--- src/rtl/wbw_pkg.sv ---
package wbw_pkg;

    typedef enum logic [1:0] {
        SZ_BYTE = 2'b00,
        SZ_HALF = 2'b01,
        SZ_WORD = 2'b10
    } size_e;

    typedef enum logic [1:0] {
        ST_IDLE = 2'b00,
        ST_WAIT = 2'b01,
        ST_DONE = 2'b10
    } xfer_state_e;

    typedef struct packed {
        logic       ok;
        size_e      size;
        logic [1:0] lane;
    } sel_info_t;

    // Classify a byte-select mask for the given direction.
    function automatic sel_info_t classify_sel(input logic is_wr, input logic [3:0] sel);
        sel_info_t r;
        r = '{ok: 1'b0, size: SZ_BYTE, lane: 2'd0};
        if (sel == 4'b1111) begin
            r = '{ok: 1'b1, size: SZ_WORD, lane: 2'd0};
        end else if (is_wr) begin
            unique case (sel)
                4'b0011: r = '{ok: 1'b1, size: SZ_HALF, lane: 2'd0};
                4'b1100: r = '{ok: 1'b1, size: SZ_HALF, lane: 2'd2};
                4'b0001: r = '{ok: 1'b1, size: SZ_BYTE, lane: 2'd0};
                4'b0010: r = '{ok: 1'b1, size: SZ_BYTE, lane: 2'd1};
                4'b0100: r = '{ok: 1'b1, size: SZ_BYTE, lane: 2'd2};
                4'b1000: r = '{ok: 1'b1, size: SZ_BYTE, lane: 2'd3};
                default: r = '{ok: 1'b0, size: SZ_BYTE, lane: 2'd0};
            endcase
        end
        return r;
    endfunction

endpackage

--- src/rtl/wbw_window_match.sv ---
module wbw_window_match #(
    parameter logic [31:0] WIN_BASE  = 32'hF000_0000,
    parameter int          WIN_BYTES = 65536
) (
    input  logic [31:0] adr_i,
    output logic        hit_o
);
    localparam logic [31:0] SIZE_M1 = 32'(WIN_BYTES) - 32'd1;
    localparam logic [31:0] HI_MASK = ~SIZE_M1;

    always_comb begin
        hit_o = (((adr_i ^ WIN_BASE) & HI_MASK) == 32'd0);
    end
endmodule

--- src/rtl/wbw_sel_decode.sv ---
module wbw_sel_decode
    import wbw_pkg::*;
(
    input  logic       we_i,
    input  logic [3:0] sel_i,
    output sel_info_t  info_o
);
    always_comb begin
        info_o = classify_sel(we_i, sel_i);
    end
endmodule

--- src/rtl/wbw_xfer_ctrl.sv ---
module wbw_xfer_ctrl
    import wbw_pkg::*;
#(
    parameter int OFFS_W = 16
) (
    input  logic              clk_i,
    input  logic              rst_an_i,
    input  logic              rst_sn_i,
    input  logic              claim_i,
    input  sel_info_t         info_i,
    input  logic [OFFS_W-1:0] offs_i,
    input  logic              we_i,
    input  logic [31:0]       dat_i,
    input  logic              done_i,
    input  logic [31:0]       rdata_i,
    output logic              ack_o,
    output logic              err_o,
    output logic [31:0]       dat_o,
    output logic              req_valid_o,
    output logic              req_write_o,
    output size_e             req_size_o,
    output logic [OFFS_W-1:0] req_offs_o,
    output logic [31:0]       req_wdata_o
);
    xfer_state_e state_q;
    logic [4:0]  shamt;

    always_comb begin
        shamt = {info_i.lane, 3'b000};
    end

    always_ff @(posedge clk_i or negedge rst_an_i) begin
        if (!rst_an_i) begin
            state_q     <= ST_IDLE;
            ack_o       <= 1'b0;
            err_o       <= 1'b0;
            dat_o       <= '0;
            req_valid_o <= 1'b0;
            req_write_o <= 1'b0;
            req_size_o  <= SZ_BYTE;
            req_offs_o  <= '0;
            req_wdata_o <= '0;
        end else if (!rst_sn_i) begin
            state_q     <= ST_IDLE;
            ack_o       <= 1'b0;
            err_o       <= 1'b0;
            dat_o       <= '0;
            req_valid_o <= 1'b0;
            req_write_o <= 1'b0;
            req_size_o  <= SZ_BYTE;
            req_offs_o  <= '0;
            req_wdata_o <= '0;
        end else begin
            req_valid_o <= 1'b0;
            ack_o       <= 1'b0;
            err_o       <= 1'b0;
            unique case (state_q)
                ST_IDLE: begin
                    if (claim_i) begin
                        if (info_i.ok) begin
                            req_valid_o <= 1'b1;
                            req_write_o <= we_i;
                            req_size_o  <= info_i.size;
                            req_offs_o  <= {offs_i[OFFS_W-1:2], info_i.lane};
                            req_wdata_o <= dat_i >> shamt;
                            state_q     <= ST_WAIT;
                        end else begin
                            err_o   <= 1'b1;
                            state_q <= ST_DONE;
                        end
                    end
                end
                ST_WAIT: begin
                    if (done_i) begin
                        ack_o   <= 1'b1;
                        dat_o   <= rdata_i;
                        state_q <= ST_DONE;
                    end
                end
                ST_DONE: state_q <= ST_IDLE;
                default: state_q <= ST_IDLE;
            endcase
        end
    end


    ack_err_excl_chk: assert property (@(posedge clk_i) disable iff (!rst_an_i || !rst_sn_i)
        !(ack_o && err_o));


    term_pulse_chk: assert property (@(posedge clk_i) disable iff (!rst_an_i || !rst_sn_i)
        (ack_o || err_o) |=> !(ack_o || err_o));


    req_single_chk: assert property (@(posedge clk_i) disable iff (!rst_an_i || !rst_sn_i)
        req_valid_o |=> !req_valid_o);


    ack_after_done_chk: assert property (@(posedge clk_i) disable iff (!rst_an_i || !rst_sn_i)
        ack_o |-> $past(done_i));


    rdata_return_chk: assert property (@(posedge clk_i) disable iff (!rst_an_i || !rst_sn_i)
        ack_o |-> (dat_o == $past(rdata_i)));
endmodule

--- src/rtl/wbw_front.sv ---
module wbw_front
    import wbw_pkg::*;
#(
    parameter logic [31:0] WIN_BASE  = 32'hF000_0000,
    parameter int          WIN_BYTES = 65536,
    parameter int          OFFS_W    = $clog2(WIN_BYTES)
) (
    input  logic              clk_i,
    input  logic              rst_an_i,
    input  logic              rst_sn_i,
    input  logic [31:0]       wb_adr_i,
    input  logic [31:0]       wb_dat_i,
    output logic [31:0]       wb_dat_o,
    input  logic              wb_we_i,
    input  logic [3:0]        wb_sel_i,
    input  logic              wb_stb_i,
    input  logic              wb_cyc_i,
    output logic              wb_ack_o,
    output logic              wb_err_o,
    output logic              mreq_valid_o,
    output logic              mreq_write_o,
    output logic [1:0]        mreq_size_o,
    output logic [OFFS_W-1:0] mreq_offs_o,
    output logic [31:0]       mreq_wdata_o,
    input  logic              mrsp_done_i,
    input  logic [31:0]       mrsp_rdata_i
);
    logic      win_hit;
    logic      claim;
    sel_info_t info;
    size_e     size_q;

    wbw_window_match #(
        .WIN_BASE (WIN_BASE),
        .WIN_BYTES(WIN_BYTES)
    ) i_match (
        .adr_i(wb_adr_i),
        .hit_o(win_hit)
    );

    wbw_sel_decode i_dec (
        .we_i  (wb_we_i),
        .sel_i (wb_sel_i),
        .info_o(info)
    );

    always_comb begin
        claim = wb_cyc_i && wb_stb_i && win_hit;
    end

    wbw_xfer_ctrl #(
        .OFFS_W(OFFS_W)
    ) i_ctrl (
        .clk_i      (clk_i),
        .rst_an_i   (rst_an_i),
        .rst_sn_i   (rst_sn_i),
        .claim_i    (claim),
        .info_i     (info),
        .offs_i     (wb_adr_i[OFFS_W-1:0]),
        .we_i       (wb_we_i),
        .dat_i      (wb_dat_i),
        .done_i     (mrsp_done_i),
        .rdata_i    (mrsp_rdata_i),
        .ack_o      (wb_ack_o),
        .err_o      (wb_err_o),
        .dat_o      (wb_dat_o),
        .req_valid_o(mreq_valid_o),
        .req_write_o(mreq_write_o),
        .req_size_o (size_q),
        .req_offs_o (mreq_offs_o),
        .req_wdata_o(mreq_wdata_o)
    );

    always_comb begin
        mreq_size_o = size_q;
    end


    req_in_window_chk: assert property (@(posedge clk_i) disable iff (!rst_an_i || !rst_sn_i)
        mreq_valid_o |-> $past(win_hit && wb_cyc_i && wb_stb_i));


    err_no_req_chk: assert property (@(posedge clk_i) disable iff (!rst_an_i || !rst_sn_i)
        wb_err_o |-> (!mreq_valid_o && !$past(mreq_valid_o)));
endmodule

--- config.mk ---
export PLATFORM = sky130hd
export DESIGN_NAME = wbw_front
export DESIGN_NICKNAME = d
export VERILOG_FILES = /design/src/rtl/wbw_pkg.sv /design/src/rtl/wbw_window_match.sv /design/src/rtl/wbw_sel_decode.sv /design/src/rtl/wbw_xfer_ctrl.sv /design/src/rtl/wbw_front.sv
export SDC_FILE = /design/constraint.sdc
export NUM_CORES = 1
export LEC_CHECK = 0
export BUFFER_PORTS_ARGS = -buffer_cell sky130_fd_sc_hd__buf_4
export CAP_MARGIN = 20
export CORE_MARGIN = 2
export CORE_UTILIZATION = 41
export DETAILED_ROUTE_END_ITERATION = 12
export MAX_ROUTING_LAYER = met4
export PLACE_DENSITY = 0.76
export RECOVER_POWER = 50
export SYNTH_ARGS = -nofsm -noshare
export SYNTH_HDL_FRONTEND = slang
export SYNTH_SLANG_ARGS = --single-unit
--- constraint.sdc ---
create_clock -name clk_i -period 2.2 [get_ports clk_i]
set_clock_uncertainty 0.2 [all_clocks]
set_input_delay 0.22 -clock clk_i [delete_from_list [all_inputs] [get_ports clk_i]]
set_output_delay 0.22 -clock clk_i [all_outputs]
set_load 0.02 [all_outputs]
==> key figures <==
Worst setup path
  • Delay-heaviest family, CP: simple AND/OR/NAND/NOR gates
  • Critical Path RT: 2230 ps
  • Worst Path Max Fanout: 8
  • CP startpoint kind: flip-flop
  • Crit-path max cell delay: ~540 ps
  • Crit. End Element: flip-flop
  • Critical Path, Cell by Cell: or4b_4 -> nor3_4 -> buf_4 -> a41oi_4 -> buf_12 -> clkbuf_16 -> a22o_1
  • CP Buf/Inv Count: 3
  • Critical path class: reg2reg
  • Critical Path AT: between 2000 and 2500 ps
  • CP max stage cell: or4b_4

Floorplan
  • Die Height: 99.3 um
  • Core Box Area: between 8000 and 9000 um2
  • Die W: approximately 100 um
  • FP Rows: 34
  • # IOs: 193
  • Total die area: 9860 um2
  • Starting Density: 0.425

Power and ir drop
  • Peak VDD IR: 0.352 mV
  • Cell Pwr Density: approximately 510 nW/um2
  • Leakage power: 3.16 nW
  • Power, Total: between 3 and 4 mW

Detailed routing
  • DRC viols: 0
  • Iter 0 DRT Violations: 129
  • Pre-antenna DRT Iters: 4
  • Via Count: ~3.7k
  • Antenna viol nets, final: 0
  • WL/cell: roughly 19 um
  • Detailed-route wire length: ~13 mm
  • Avg Vias per Cell: 5.52

STA
  • Fin crit period: about 2300 ps
  • Max-slew violations: 0
  • Slew margin rel.: 0.326
  • Setup TNS: -1040 ps
  • Worst Tran Pin Value: about 1000 ps
  • Final setup viols: 35
  • RSZ-0062 raised after global routing: true
  • Final hold violations: 0
  • Final worst slack: -54.5 ps
  • Final period utilization: 1.02
  • Max Clk Rate: approximately 440 MHz

Clock network
  • Clock tree from TritonCTS: done
  • CTS Buf Count: 9
  • Max clock buf depth: 2
  • Worst-path clk slew: about 90 ps
  • Htree depth: 3
  • Clk sinks: 88
  • Root Buffer: clkbuf_8
  • Clk Latency, worst-skew pair: around 340 ps

Global route
  • First-pass GRT wire length: between 15 and 20 mm
  • Largest net degree at the start of global routing: roughly 50
  • Vias in the first global route: 3722
  • Initial antenna violation count: 0
  • Total gr overflow: 0
  • Overall global routing resource usage: 0.251

Placed design
  • GPL Wtd Cong: between 0.8 and 0.9
  • Buffers on Ports: between 150 and 200
  • Area post-placement: roughly 5300 um2
  • Post-DP HPWL: ~7.6 mm
  • Place WS: -22.8 ps

Finish
  • Layout cells sized above 1: 0.396
  • Commonest cells after routing, fill and taps aside: 183 x buf_4, 88 x dfrtp_1, 68 x dlygate4sd3_1
  • Antenna diodes: 0
  • Multi-input logic area: 1400 um2
  • Final Cell Area: 6280 um2
  • Commonest non-fill, non-tap cell in the layout: buf_4
  • Final Net Count: about 660
  • Area delta synth->final: 68.7%
  • FF/Latch Area: ~2200 um2
  • FILL cells: between 600 and 700

Yosys
  • Area leader, netlist: dfrtp_1
  • Syn Inst Count: 280
  • Avg Cell Area, Syn: about 13 um2
  • FF+latch count, synth: 88
  • Number of distinct library cells after synthesis: 35
  • Syn nets: slightly below 400
  • Top-area cell type share of the netlist area: 0.591
  • Synthesis Warnings: 0
  • Sequential area share after synthesis: 0.591
  • Mapped cell area: approximately 3700 um2
  • Area contributors post-synth: dfrtp_1 59%, a22o_1 15%, mux2i_1 6.4%, a32o_1 4.0%, o2bb2ai_1 2.6%

Status
  • Failing checks: setup timing
  • Outcome: finished with violations

Hold path
  • Hold Crit Class: in2reg

Flow run
  • Max-Cap Viols: 0
-- area by class of cell --
class                   count  area share
clock inverters             5     0.00916
well taps                 108      0.0215
flip-flops and latches     88       0.350
multi-input cells         165       0.223
repair buffers            282       0.371
clock buffers              11      0.0209
inverters                   4     0.00438
-- cell usage after synthesis, drive strengths merged --
cell / number
dfrtp: 88
a22o: 66
mux2i: 24
a32o: 15
buf: 14
nor2: 13
o2bb2ai: 11
a21oi: 9
clkbuf: 9
inv: 3
nand2: 3
nand4: 3
and3: 2
nand2b: 2
nor3: 2
nor4: 2
o21ai: 2
or4b: 2
a22oi: 1
a31o: 1
a41oi: 1
and3b: 1
clkinv: 1
mux2: 1
nand3: 1
nand3b: 1
nor3b: 1
xnor2: 1
-- state kept, by name (all words and copies together), names as in the netlist --
register and count:
i_ctrl.req_write_o 1, i_ctrl.state_q 2, i_ctrl.ack_o 1, i_ctrl.err_o 1, i_ctrl.req_size_o 2, i_ctrl.req_offs_o 16
i_ctrl.req_valid_o 1, i_ctrl.dat_o 32, i_ctrl.req_wdata_o 32
-- through the flow --
| step | hold slack, ps | cells | util |
|---|---|---|---|
| 3_3_place_gp | -86.0 | 570 | 0.608 |
| 4_1_cts | 7.66 | 655 | 0.709 |
| 2_1_floorplan | -276 | 280 | - |
| 5_1_grt | 30.5 | 663 | 0.717 |
| 6_report | 21.4 | 663 | 0.717 |
| 3_5_place_dp | -85.3 | 571 | 0.609 |
-- cells by family (layout without fill, tap and decap cells) --
group / Yosys count / after routing / synth area share
and+or+nand+nor: 33 / 33 / 0.0541
muxes: 25 / 25 / 0.0675
DFF: 88 / 88 / 0.591
AOI/OAI and AO/OA: 106 / 106 / 0.245
xor gates and xnor gates: 1 / 1 / 0.00235
buffers and inverters: 27 / 302 / 0.0396
-- worst register-to-register path, delay by kind of cell, from the launching register on --
kind | cells | cell delay [ps]
AO/OA/AOI/OAI | 2 | 330
buffers and inverters | 3 | 480
flip-flops | 1 | 400
AND/OR/NAND/NOR | 2 | 750
-- repair_timing --
item,in CTS,in global routing
gates cloned,0,6
setup buffers,0,2
pin swaps,1,17
setup endpoints to repair,27,46
endpoints found under the hold margin,154,0
hold buffers,68,0
resized for setup,1,4
-- worst paths after layout --
path / start / endpoint / slack (ps) / depth (start not counted)
worst max-delay path: i_ctrl.state_q[1] / i_ctrl.req_wdata_o[16] / -50 / 7
worst min-delay path: wb_sel_i[2] / i_ctrl.req_size_o[1] / 20 / 3
worst max register to register: i_ctrl.state_q[1] / i_ctrl.req_wdata_o[16] / -50 / 7
worst min register to register: i_ctrl.req_wdata_o[13] / i_ctrl.req_wdata_o[13] / 290 / 1
max in group asynchronous: rst_an_i / i_ctrl.dat_o[29] / 270 / 3
min in group asynchronous: rst_an_i / i_ctrl.req_wdata_o[0] / 360 / 2
-- routing by layer --
layer	up-vias	share of wire	global-route usage
met5	-	0	-
met4	0	0.029	0.0801
met3	31	0.076	0.0506
met2	209	0.48	0.401
met1	1789	0.41	0.326
li1	1630	-	-
-- power by group --
group | internal, mW | switching, mW
registers | 1.62 | 0.000000909
logic | 0.276 | 0.199
clock network | 0.524 | 0.571
(Power assumes the default switching activity.)
